==> config.mk <==
export PLATFORM = sky130hd
export DESIGN_NAME = board_err_ctrl
export DESIGN_NICKNAME = d
export VERILOG_FILES = /design/src/rtl/board_err_pkg.sv /design/src/rtl/bec_sync.sv /design/src/rtl/bec_err_core.sv /design/src/rtl/bec_led_blink.sv /design/src/rtl/board_err_ctrl.sv
export SDC_FILE = /design/constraint.sdc
export NUM_CORES = 1
export LEC_CHECK = 0
export BUFFER_PORTS_ARGS = -buffer_cell sky130_fd_sc_hd__buf_4
export CAP_MARGIN = 20
export CORE_ASPECT_RATIO = 1.2
export CORE_UTILIZATION = 52
export DETAILED_ROUTE_END_ITERATION = 6
export PLACE_DENSITY = 0.72
export SLEW_MARGIN = 40
export SYNTH_ARGS = -nofsm -noshare
export SYNTH_HDL_FRONTEND = slang
export SYNTH_SLANG_ARGS = --single-unit
export TNS_END_PERCENT = 30
==> constraint.sdc <==
create_clock -name clk -period 1.91 [get_ports clk]
set_input_delay 0.191 -clock clk [delete_from_list [all_inputs] [get_ports clk]]
set_output_delay 0.191 -clock clk [all_outputs]
set_load 0.02 [all_outputs]
==> src/rtl/board_err_pkg.sv <==
package board_err_pkg;
  localparam int ERR_W    = 4;
  localparam int ERR_LOCK = 0;
  localparam int ERR_SYNC = 1;
  localparam int ERR_FIFO = 2;
  localparam int ERR_SOFT = 3;
  localparam int SEV_W    = 3;
  typedef logic [ERR_W-1:0] err_vec_t;
  typedef enum logic {ADDR_ERR = 1'b0, ADDR_SHADOW = 1'b1} reg_addr_e;
endpackage

==> src/rtl/bec_sync.sv <==
module bec_sync #(
  parameter int W = 1,
  parameter int STAGES = 2,
  parameter logic [W-1:0] RST_VAL = '0
) (
  input  logic         clk,
  input  logic         rst_n,
  input  logic [W-1:0] d_i,
  output logic [W-1:0] q_o
);
  logic [W-1:0] st_q [STAGES];

  for (genvar g = 0; g < STAGES; g++) begin : g_stage
    logic [W-1:0] st_d;
    if (g == 0) begin : g_first
      assign st_d = d_i;
    end else begin : g_next
      assign st_d = st_q[g-1];
    end
    always_ff @(posedge clk or negedge rst_n) begin
      if (!rst_n) st_q[g] <= RST_VAL;
      else        st_q[g] <= st_d;
    end
  end

  assign q_o = st_q[STAGES-1];
endmodule

==> src/rtl/bec_err_core.sv <==
module bec_err_core
  import board_err_pkg::*;
#(
  parameter int TAG_W = 8,
  parameter bit SHADOW_EN = 1'b1
) (
  input  logic             clk,
  input  logic             rst_n,
  input  logic             init_i,
  input  logic             lock_s_i,
  input  logic             fifo_ovf_i,
  input  logic             soft_err_i,
  input  logic             evt_end_i,
  input  logic [TAG_W-1:0] evt_tag_i,
  input  logic             reg_wr_i,
  input  logic             reg_rd_i,
  input  logic             reg_addr_i,
  input  err_vec_t         reg_wdata_i,
  output err_vec_t         err_o,
  output err_vec_t         shadow_o,
  output err_vec_t         rdata_o
);
  err_vec_t err_q, err_d, set_vec, clr_vec, shadow_q, shadow_d, rdata_q, rdata_d;
  logic [TAG_W-1:0] exp_q, exp_d;
  logic rd_en, exp_en;

  always_comb begin
    set_vec = '0;
    set_vec[ERR_LOCK] = lock_s_i;
    set_vec[ERR_SYNC] = evt_end_i && (evt_tag_i != exp_q);
    set_vec[ERR_FIFO] = fifo_ovf_i;
    set_vec[ERR_SOFT] = soft_err_i;
    clr_vec = '0;
    if (reg_wr_i && reg_addr_i == ADDR_ERR) clr_vec = reg_wdata_i;
    if (evt_end_i) clr_vec[ERR_SOFT] = 1'b1;
    if (init_i) clr_vec = '1;
    err_d = set_vec | (err_q & ~clr_vec);
  end

  assign exp_en = init_i || evt_end_i;
  assign exp_d  = init_i ? '0 : exp_q + 1'b1;

  if (SHADOW_EN) begin : g_shadow
    assign shadow_d = (err_q == '0 && set_vec != '0) ? set_vec : shadow_q;
  end else begin : g_no_shadow
    assign shadow_d = '0;
  end

  assign rd_en   = reg_rd_i;
  assign rdata_d = (reg_addr_i == ADDR_SHADOW) ? shadow_q : err_q;

  always_ff @(posedge clk or negedge rst_n) begin
    if (!rst_n) begin
      err_q    <= '0;
      exp_q    <= '0;
      shadow_q <= '0;
      rdata_q  <= '0;
    end else begin
      err_q    <= err_d;
      shadow_q <= shadow_d;
      if (exp_en) exp_q   <= exp_d;
      if (rd_en)  rdata_q <= rdata_d;
    end
  end

  assign err_o    = err_q;
  assign shadow_o = shadow_q;
  assign rdata_o  = rdata_q;
endmodule

==> src/rtl/bec_led_blink.sv <==
module bec_led_blink #(
  parameter int N = 3,
  parameter int BLINK_DIV = 62_500_000,
  parameter bit BLINK_EN = 1'b1
) (
  input  logic         clk,
  input  logic         rst_n,
  input  logic [N-1:0] cond_i,
  output logic [N-1:0] led_o
);
  localparam int CNT_W = (BLINK_DIV > 1) ? $clog2(BLINK_DIV) : 1;
  localparam logic [CNT_W-1:0] CNT_LAST = CNT_W'(BLINK_DIV - 1);

  logic [CNT_W-1:0] cnt_q, cnt_d;
  logic ph_q, ph_d, wrap;
  logic [N-1:0] led_q, led_d;

  assign wrap  = (cnt_q == CNT_LAST);
  assign cnt_d = wrap ? '0 : cnt_q + 1'b1;
  assign ph_d  = wrap ? ~ph_q : ph_q;
  assign led_d = cond_i & {N{ph_q | ~BLINK_EN}};

  always_ff @(posedge clk or negedge rst_n) begin
    if (!rst_n) begin
      cnt_q <= '0;
      ph_q  <= 1'b1;
      led_q <= '0;
    end else begin
      cnt_q <= cnt_d;
      ph_q  <= ph_d;
      led_q <= led_d;
    end
  end

  assign led_o = led_q;
endmodule

==> src/rtl/board_err_ctrl.sv <==
module board_err_ctrl
  import board_err_pkg::*;
#(
  parameter int TAG_W = 8,
  parameter int SYNC_STAGES = 2,
  parameter bit SHADOW_EN = 1'b1,
  parameter int BLINK_DIV = 62_500_000,
  parameter bit BLINK_EN = 1'b1
) (
  input  logic             clk,
  input  logic             rst_n,
  input  logic             init_i,
  input  logic             lock_lost_i,
  input  logic             fifo_ovf_i,
  input  logic             soft_err_i,
  input  logic             evt_end_i,
  input  logic [TAG_W-1:0] evt_tag_i,
  input  logic             run_i,
  input  logic             llk_bus_i,
  input  logic             chain_i,
  input  logic             reg_wr_i,
  input  logic             reg_rd_i,
  input  logic             reg_addr_i,
  input  logic [3:0]       reg_wdata_i,
  output logic [3:0]       reg_rdata_o,
  output logic             svt_err_o,
  output logic             cdf_err_o,
  output logic             llk_oe_o,
  output logic             llk_do_o,
  output logic             chain_o,
  output logic             led_run_o,
  output logic             led_cdf_o,
  output logic             led_svt_o
);
  logic [2:0] async_s;
  logic lock_s, bus_s, chain_s, chain_q, chain_d;
  err_vec_t err_q, shadow_q;
  logic [2:0] led_cond, led_q;

  bec_sync #(.W(3), .STAGES(SYNC_STAGES), .RST_VAL(3'b010)) u_sync (
    .clk(clk), .rst_n(rst_n),
    .d_i({chain_i, llk_bus_i, lock_lost_i}),
    .q_o(async_s)
  );
  assign lock_s  = async_s[0];
  assign bus_s   = async_s[1];
  assign chain_s = async_s[2];

  bec_err_core #(.TAG_W(TAG_W), .SHADOW_EN(SHADOW_EN)) u_core (
    .clk(clk), .rst_n(rst_n), .init_i(init_i), .lock_s_i(lock_s),
    .fifo_ovf_i(fifo_ovf_i), .soft_err_i(soft_err_i), .evt_end_i(evt_end_i),
    .evt_tag_i(evt_tag_i), .reg_wr_i(reg_wr_i), .reg_rd_i(reg_rd_i),
    .reg_addr_i(reg_addr_i), .reg_wdata_i(reg_wdata_i),
    .err_o(err_q), .shadow_o(shadow_q), .rdata_o(reg_rdata_o)
  );

  assign svt_err_o = |err_q;
  assign cdf_err_o = |err_q[SEV_W-1:0];
  assign llk_oe_o  = err_q[ERR_LOCK];
  assign llk_do_o  = 1'b0;

  assign chain_d = ~bus_s | chain_s;
  always_ff @(posedge clk or negedge rst_n) begin
    if (!rst_n) chain_q <= 1'b0;
    else        chain_q <= chain_d;
  end
  assign chain_o = chain_q;

  assign led_cond = {svt_err_o, cdf_err_o, run_i};
  bec_led_blink #(.N(3), .BLINK_DIV(BLINK_DIV), .BLINK_EN(BLINK_EN)) u_led (
    .clk(clk), .rst_n(rst_n), .cond_i(led_cond), .led_o(led_q)
  );
  assign led_run_o = led_q[0];
  assign led_cdf_o = led_q[1];
  assign led_svt_o = led_q[2];
endmodule

# Yosys cells after proc, flatten, opt, wreduce, memory -nomap -nowiden

Cells that the tools add are included.

Muxes and demuxes: 6
Equal/unequal tests: 2
Add/subtract/negate cells: 2
Bitwise gates (word level): 8
Reductions and logical operators: 8

Operator list:

| kind                    | count |
|---|---|
| $add A26 B1 Y26 const B | 1 |
| $eq A26 B26 Y1 const B  | 1 |
| $mux W26                | 1 |
| $mux W4                 | 3 |
| $add A8 B1 Y8 const B   | 1 |
| $mux W8                 | 1 |
| $ne A8 B8 Y1            | 1 |
| $and A4 B4 Y4           | 1 |
| $logic_not A4 Y1        | 1 |
| $not A4 Y4              | 1 |
| $or A4 B4 Y4            | 1 |
| $reduce_bool A4 Y1      | 1 |
| $reduce_or A4 Y1        | 1 |
| $and A3 B3 Y3           | 1 |
| $logic_and A1 B1 Y1     | 3 |
| $not A1 Y1              | 3 |
| $reduce_or A3 Y1        | 1 |
| $logic_or A1 B1 Y1      | 1 |
| $mux W1                 | 1 |
| $or A1 B1 Y1            | 1 |

Flip-flop bits (word level): 57
Logic and storage cells: 36
Input bits: 25
Output and inout bits: 12

# Longest topological paths before layout

Gate-level depths: netlist of the first run.

Depth in word-level cells: 8
Depth in mapped cells: 7
Gate-level depth less buffers: 5

# Hierarchy

Synthesis of the first run repeated with hierarchy kept, for this count alone.

Cells, all modules: 236
Area, all modules: 2700.1 um^2

Modules (own cells, without submodules):

| module         | instances | cells each | area each (um^2) |
|---|---|---|---|
| bec_led_blink  | 1         | 130        | 1467.7 |
| bec_err_core   | 1         | 94         | 1022.2 |
| bec_sync       | 1         | 6          | 152.6 |
| board_err_ctrl | 1         | 6          | 57.6 |

# Worst setup path after synthesis of the first run

Ideal clock, no wire load.

Path kind: register to register
Start point: register u_core.err_q[0], in the netlist u_core.err_o[0]
End point: register u_core.shadow_q[0], in the netlist u_core.shadow_o[0]
Cell stages (with the launch flop): 6
Clock period less this slack: 1867 ps
Buffers on the path: 0
Arrival: 1727 ps
Data required time: 1770 ps
Path slack: 43 ps
Path through: dfrtp_1 or3_1 nor2_1 clkinv_1 mux2i_1 o21ai_0

Word-level cells in the longest chain between the ends: 2

Ends and longest elaborated chain:

| item                   | RTL line           | RTL |
|---|---|---|
| from (decl)            | bec_err_core.sv:23 | `err_vec_t err_q, err_d, set_vec, clr_vec, shadow_q, shadow_d, rdata_q, rdata_d;` |
| from (signal assigned) | bec_err_core.sv:59 | `err_q <= err_d;` |
| $logic_not A4 Y1       | bec_err_core.sv:44 | `assign shadow_d = (err_q == '0 && set_vec != '0) ? set_vec : shadow_q;` |
| $logic_and A1 B1 Y1    | bec_err_core.sv:44 |  |
| to (signal assigned)   | bec_err_core.sv:60 | `shadow_q <= shadow_d;` |
| to (decl)              | bec_err_core.sv:23 |  |

No other way between the ends.
A chain may end at the register's enable or synchronous reset.

# Worst setup path after layout of the first run

Start point: register u_core.err_q[0], in the netlist u_core.err_o[0]
End point: output port svt_err_o

Word-level cells in the longest chain between the ends: 1

Ends and longest elaborated chain:

| item             | RTL line             | RTL |
|---|---|---|
| $reduce_or A4 Y1 | board_err_ctrl.sv:57 | `assign svt_err_o = \|err_q;` |
| to (decl)        | board_err_ctrl.sv:26 | `output logic svt_err_o,` |

No other way between the ends.

==> metrics.txt, run 1 <==
Hold Path End=u_led.led_o[0]$_DFF_PN0_; overall global routing resource usage=0.211; fillers=399; Setup Skew=0.00691 ns; final cell utilization of the core=0.657; height of the die=80.6 um; most frequent cells in the layout=54 x dfrtp_1, 41 x buf_4, 22 x nor2_1, 17 x nand2_1, 17 x xor2_1; antenna violations before repair=0; Final nets=319; Slew @ Worst Pin=0.688 ns; Starting Density=0.542; sequential fraction of the synthesis area=0.534; Routed WL per cell=14.1 um; mapped cell area=0.00268 mm2; Synth Flop Type=dfrtp_1; fin. max-slew vios=0; critical path required time=1.72 ns; Combinational Power Share=0.077; Setup violations, final=0; clock transition at the registers of the reported paths=0.06 ns; Warnings, synthesis=0; hold_sp=run_i; power density over the cells=793 mW/mm2; status=finished clean; grt ovf=0; Net Sw Power=0.000591 W; Hold Crit Class=in2reg; Post-synth EDFFs=0; clock latency at the later pin of the worst-skew pair=0.34 ns; Clock Power Share=0.424; commonest non-fill, non-tap cell in the layout=dfrtp_1; Worst VDD drop=0.485 mV; CP Capture Type=primary output; non-filler cells, final=357; Cell variety after synth=47; post-route ant nets=0; setup slack, reg-to-reg=0.15 ns; DIE AREA=0.00544 mm2; Max Freq=542 MHz; Internal=0.00198 W; core footprint=0.00494 mm2; Seq pwr share=0.499; ant diodes=0; FF-to-FF Start=u_led.cnt_q[0]$_DFF_PN0_; number of synthesized register bits=57; fraction of layout cells with a size suffix above 1=0.266; Die X=67.5 um; drt drc=0; Port Buffer Count=35; RSZ-0062 raised after global routing=no; Leak=1.46 nW; final WL=5.05 mm; setup_tns=0 ns; dpl cells=337; Final period util=0.966; Startpoint Class=register; 1st-iter DRT viols=78; H-tree levels=3; first-pass GRT wire length=8.31 mm; I/O pins=37; half-perimeter wire length after placement=3.60 mm; min Tclk post-route=1.84 ns; pin count of the biggest net entering global routing=58; R2R cell count=5; final hold violations=0; root cell of the clock tree=clkbuf_8; PnR Total Power=0.00257 W; total CTS buffers=9; via count=1937; Avg Synthesized Cell Area=10.9 um2; DRT Pass-1 Iters=4; Max Cap Viol=0; Final GP Congestion=0.806; vias in the first global route=1894; area grow syn2layout=21.3%; crit-path max FO=5; Synth async-reset ratio=1.00; Synthesized Nets=272; row count=28; WS Path Type=reg2out; CTS sink cnt=57; Longest Clk Path Bufs=2; Slew HR=0.541; hold path cells=2; Data arrival, critical path=1.65 ns; TritonCTS clock tree=built; Net Sw Frac=0.230; Syn Inst Count=245; vias per cell=5.43; r2r endpoint=u_led.cnt_q[24]$_DFF_PN0_
==> cell usage after synthesis (3+ instances only) <==
cell type	instances	area share
a21oi_1	12	0.022
a31o_2	4	0.013
and2_1	5	0.012
and4_1	4	0.013
and4_2	4	0.015
buf_4	3	0.0084
clkbuf_1	3	0.0042
dfrtp_1	54	0.50
dfstp_2	3	0.029
mux2i_1	8	0.030
nand2_1	17	0.024
nand3_1	14	0.026
nand4_1	7	0.016
nor2_1	23	0.032
nor4_1	4	0.0093
o21ai_0	10	0.019
o31ai_1	3	0.0084
or3_1	3	0.0070
xnor2_1	14	0.046
xor2_1	17	0.056
==> what timing repair did <==
action / 4_1_cts / 5_1_grt
hold buffers: 4 / 0
buffers inserted: 0 / 0
resized for setup: 1 / 3
pin swaps: 0 / 0
cloned: 0 / 0
setup endpoints to repair: 1 / 2
endpoints found under the hold margin: 57 / 0
==> sequential cells by signal (all words and copies together) (netlist names), 3 cells and up <==
name,count
u_led.cnt_q,26
u_core.exp_q,8
u_core.err_o,4
u_core.rdata_o,4
u_core.shadow_o,4
u_led.led_o,3
u_sync.g_stage.st_d,3
u_sync.q_o,3
==> metrics by stage <==
step / instance area, um2 / worst slack [ns] / hold WS [ns]
after floorplan: 2680 / 0.0430 / -0.105
after global placement: 3000 / 0.178 / 0.288
after detailed placement: 3000 / 0.0920 / 0.284
after CTS: 3240 / 0.00520 / 0.0520
after global routing: 3250 / 0.0146 / 0.0558
final: 3250 / 0.0652 / 0.0678
==> worst max-delay path by stage <==
| stage | start | endpoint | slack [ns] | cells past startpoint |
|---|---|---|---|---|
| 6_report | u_core.err_o[0]$_DFF_PN0_ | svt_err_o | 0.07 | 4 |
| 5_1_grt | u_core.err_o[0]$_DFF_PN0_ | svt_err_o | 0.01 | 4 |
| 4_1_cts | u_core.err_o[0]$_DFF_PN0_ | svt_err_o | 0.005 | 4 |
| 3_5_place_dp | u_led.cnt_q[0]$_DFF_PN0_ | u_led.cnt_q[24]$_DFF_PN0_ | 0.09 | 5 |
| 3_3_place_gp | u_led.cnt_q[0]$_DFF_PN0_ | u_led.cnt_q[24]$_DFF_PN0_ | 0.18 | 5 |
| 2_1_floorplan | u_core.err_o[0]$_DFF_PN0_ | u_core.shadow_o[0]$_DFFE_PN0P_ | 0.04 | 5 |
==> layout make-up <==
| cell class | count | area (um2) | area share |
|---|---|---|---|
| tap | 60 | 75.1 | 0.0231 |
| timing repair buffer | 45 | 348 | 0.107 |
| inverter | 2 | 8.76 | 0.00270 |
| clock inverter | 5 | 55.1 | 0.0170 |
| clock buffer | 11 | 141 | 0.0436 |
| sequential | 57 | 1430 | 0.441 |
| multi-input combinational | 177 | 1190 | 0.366 |
==> power by group through the flow <==
stage,registers [W],clock network [W],logic [W]
6_report,0.00128,0.00109,0.000197
5_1_grt,0.00129,0.00117,0.000220
4_1_cts,0.00128,0.00112,0.000201
3_5_place_dp,0.00130,0,0.000194
3_3_place_gp,0.00130,0,0.000192
2_1_floorplan,0.00131,0,0.0000770
==> worst max-delay path, stage by stage, from the launching register on <==
cell	delay, ns
dfrtp_1	0.41
or3_1	0.47
nor2_4	0.15
clkinv_2	0.12
buf_4	0.18
==> per-layer routing <==
metal / vias to the layer above / GRT usage / wire (um)
met5: - / 0 / 0
met4: 0 / 0.109 / 105
met3: 11 / 0.0483 / 179
met2: 37 / 0.350 / 2520
met1: 930 / 0.248 / 2240
li1: 959 / - / -
==> cells by family (layout without fill, tap and decap cells) <==
| kind of cell | Yosys count | after routing | synth area share |
|---|---|---|---|
| buf+inv | 11 | 63 | 0.0252 |
| flops | 57 | 57 | 0.534 |
| mux | 8 | 8 | 0.0299 |
| compound gates | 32 | 32 | 0.0720 |
| xor+xnor | 31 | 31 | 0.101 |
| fa+ha+maj | 2 | 2 | 0.00935 |
| other cells | 1 | 1 | 0.00140 |
| simple gates | 103 | 103 | 0.226 |
Note: power is estimated with default switching activity, not from simulation.
==> run 2, diff against run 1 <==
--- a/config.mk
+++ b/config.mk
@@ -8,6 +8,7 @@
 export BUFFER_PORTS_ARGS = -buffer_cell sky130_fd_sc_hd__buf_4
 export CAP_MARGIN = 20
 export CORE_ASPECT_RATIO = 1.2
+export CORE_MARGIN = 4
 export CORE_UTILIZATION = 52
 export DETAILED_ROUTE_END_ITERATION = 6
 export PLACE_DENSITY = 0.72
==> run 2 against run 1 <==
Worst setup slack better by 0.061 ns. Register-to-register slack better by 0.04 ns. Clock skew is 0.0082 ns higher. Utilization is 0.24 points higher. Routed wire length is 2.9% higher. Power is 3.8% higher. Clock power is 9% higher. Critical path depth stayed put. Critical endpoint unchanged. First-iteration DRC count is 10% higher.
==> metrics.txt, run 2 (synthesis gave the netlist of run 1 again) <==
status=finished clean; CTS sink cnt=57; Slew @ Worst Pin=0.700 ns; Largest regs=u_led.cnt_q x26, u_core.exp_q x8; Longest Clk Path Bufs=2; Starting Density=0.538; Routed WL per cell=14.5 um; Critical-path top delay cell=or3_1; WHS=0.0884 ns; I/O pins=37; pin count of the biggest net entering global routing=58; Startpoint Class=register; worst-path cell chain=or3_1 -> nor2_4 -> clkinv_2 -> buf_4; Largest Register=u_led.cnt_q; Data arrival, critical path=1.59 ns; r2r endpoint=u_led.cnt_q[24]$_DFF_PN0_; CP bufs+invs=2; Port Buffer Count=35; post-route ant nets=0; critical path required time=1.72 ns; Hold Crit Class=in2reg; final hold violations=0; TritonCTS clock tree=built; 1st-iter DRT viols=86; Worst VDD drop=0.503 mV; RSZ-0062 raised after global routing=no; Hold Path End=u_led.led_o[0]$_DFF_PN0_; Final period util=0.934; half-perimeter wire length after placement=3.72 mm; Top delay family on crit path=simple AND/OR/NAND/NOR gates; Die X=73.5 um; Max Cap Viol=0; # Post-CTS Setup Buffers=0; FF-to-FF Start=u_led.cnt_q[0]$_DFF_PN0_; setup_tns=0 ns; height of the die=86.6 um; Leak=1.49 nW; crit-path max FO=5; H-tree levels=3; Setup Skew=0.0151 ns; max incr delay on CP=0.45 ns; max FFs per register=26; DRT Pass-1 Iters=4; Setup violations, final=0; Slew HR=0.533; area grow syn2layout=22.6%; min Tclk post-route=1.78 ns; first-pass GRT wire length=9.09 mm; DIE AREA=0.00636 mm2; setup slack, reg-to-reg=0.19 ns; root cell of the clock tree=clkbuf_8; fin. max-slew vios=0; final WL=5.20 mm; hold_sp=run_i; Final GP Congestion=0.799; CP Capture Type=primary output; fraction of layout cells with a size suffix above 1=0.268; hold path cells=2; core footprint=0.00497 mm2; antenna violations before repair=0; vias per cell=5.46; R2R cell count=5; overall global routing resource usage=0.187; vias in the first global route=2044; drt drc=0; row count=28; final cell utilization of the core=0.659; via count=1960; grt ovf=0; power density over the cells=814 mW/mm2; Max Freq=561 MHz; WS Path Type=reg2out; commonest non-fill, non-tap cell in the layout=dfrtp_1; ant diodes=0; clock transition at the registers of the reported paths=0.06 ns; total CTS buffers=9; Final nets=321; clock latency at the later pin of the worst-skew pair=0.33 ns; most frequent cells in the layout=54 x dfrtp_1, 43 x buf_4, 22 x nor2_1, 17 x nand2_1, 17 x xor2_1
-- run 2: changes by cell type in the layout (fill, tap and decap cells not counted), sizes merged --
cell      before  now
clkbuf        11   14
buf           41   43
clkinvlp       2    0
clkinv         3    2
-- run 2: layout make-up --
cell class                      count  area (um2)
Sequential cell                    57        1430
Inverter                            2        8.76
Multi-Input combinational cell    177        1190
Tap cell                           60        75.1
Clock inverter                      2        35.0
Fill cell                         410        1690
Timing Repair Buffer               47         363
Clock buffer                       14         183
-- run 2: timing repair --
item | in CTS | in global routing
gates resized for setup | 2 | 1
endpoints found under the setup margin | 1 | 1
hold buffers | 4 | 0
hold endpoints to repair | 57 | 0
-- run 2: worst max-delay path by stage --
stage | slack, ns | from | depth (start not counted) | to
6_report | 0.13 | u_core.err_o[0]$_DFF_PN0_ | 4 | svt_err_o
5_1_grt | 0.03 | u_led.cnt_q[0]$_DFF_PN0_ | 5 | u_led.cnt_q[24]$_DFF_PN0_
4_1_cts | 0.07 | u_core.err_o[0]$_DFF_PN0_ | 4 | svt_err_o
3_5_place_dp | 0.20 | u_led.cnt_q[0]$_DFF_PN0_ | 5 | u_led.cnt_q[24]$_DFF_PN0_
3_3_place_gp | 0.26 | u_led.cnt_q[0]$_DFF_PN0_ | 5 | u_led.cnt_q[24]$_DFF_PN0_
2_1_floorplan | 0.04 | u_core.err_o[0]$_DFF_PN0_ | 5 | u_core.shadow_o[0]$_DFFE_PN0P_
-- run 2: stage by stage --
stage | power (W) | instances | cell area (um2) | setup slack [ns]
finish | 0.00267 | 359 | 3280 | 0.126
global placement | 0.00149 | 339 | 3010 | 0.260
CTS | 0.00270 | 359 | 3280 | 0.0721
global route | 0.00279 | 359 | 3280 | 0.0279
detailed placement | 0.00150 | 339 | 3010 | 0.204
floorplan | 0.00139 | 245 | 2680 | 0.0430
-- run 2: report_power, final --
part	total [W]	switching, W	internal, W
sequential	0.00128	0.0000317	0.00125
combinational	0.000197	0.000100	0.0000973
clock	0.00119	0.000445	0.000744
-- run 2: routing by layer --
metal / global-route usage / vias up / routed length, um
li1: - / 968 / -
met1: 0.225 / 951 / 2230
met2: 0.307 / 37 / 2640
met3: 0.0487 / 4 / 271
met4: 0.0923 / 0 / 53
met5: 0 / - / 0
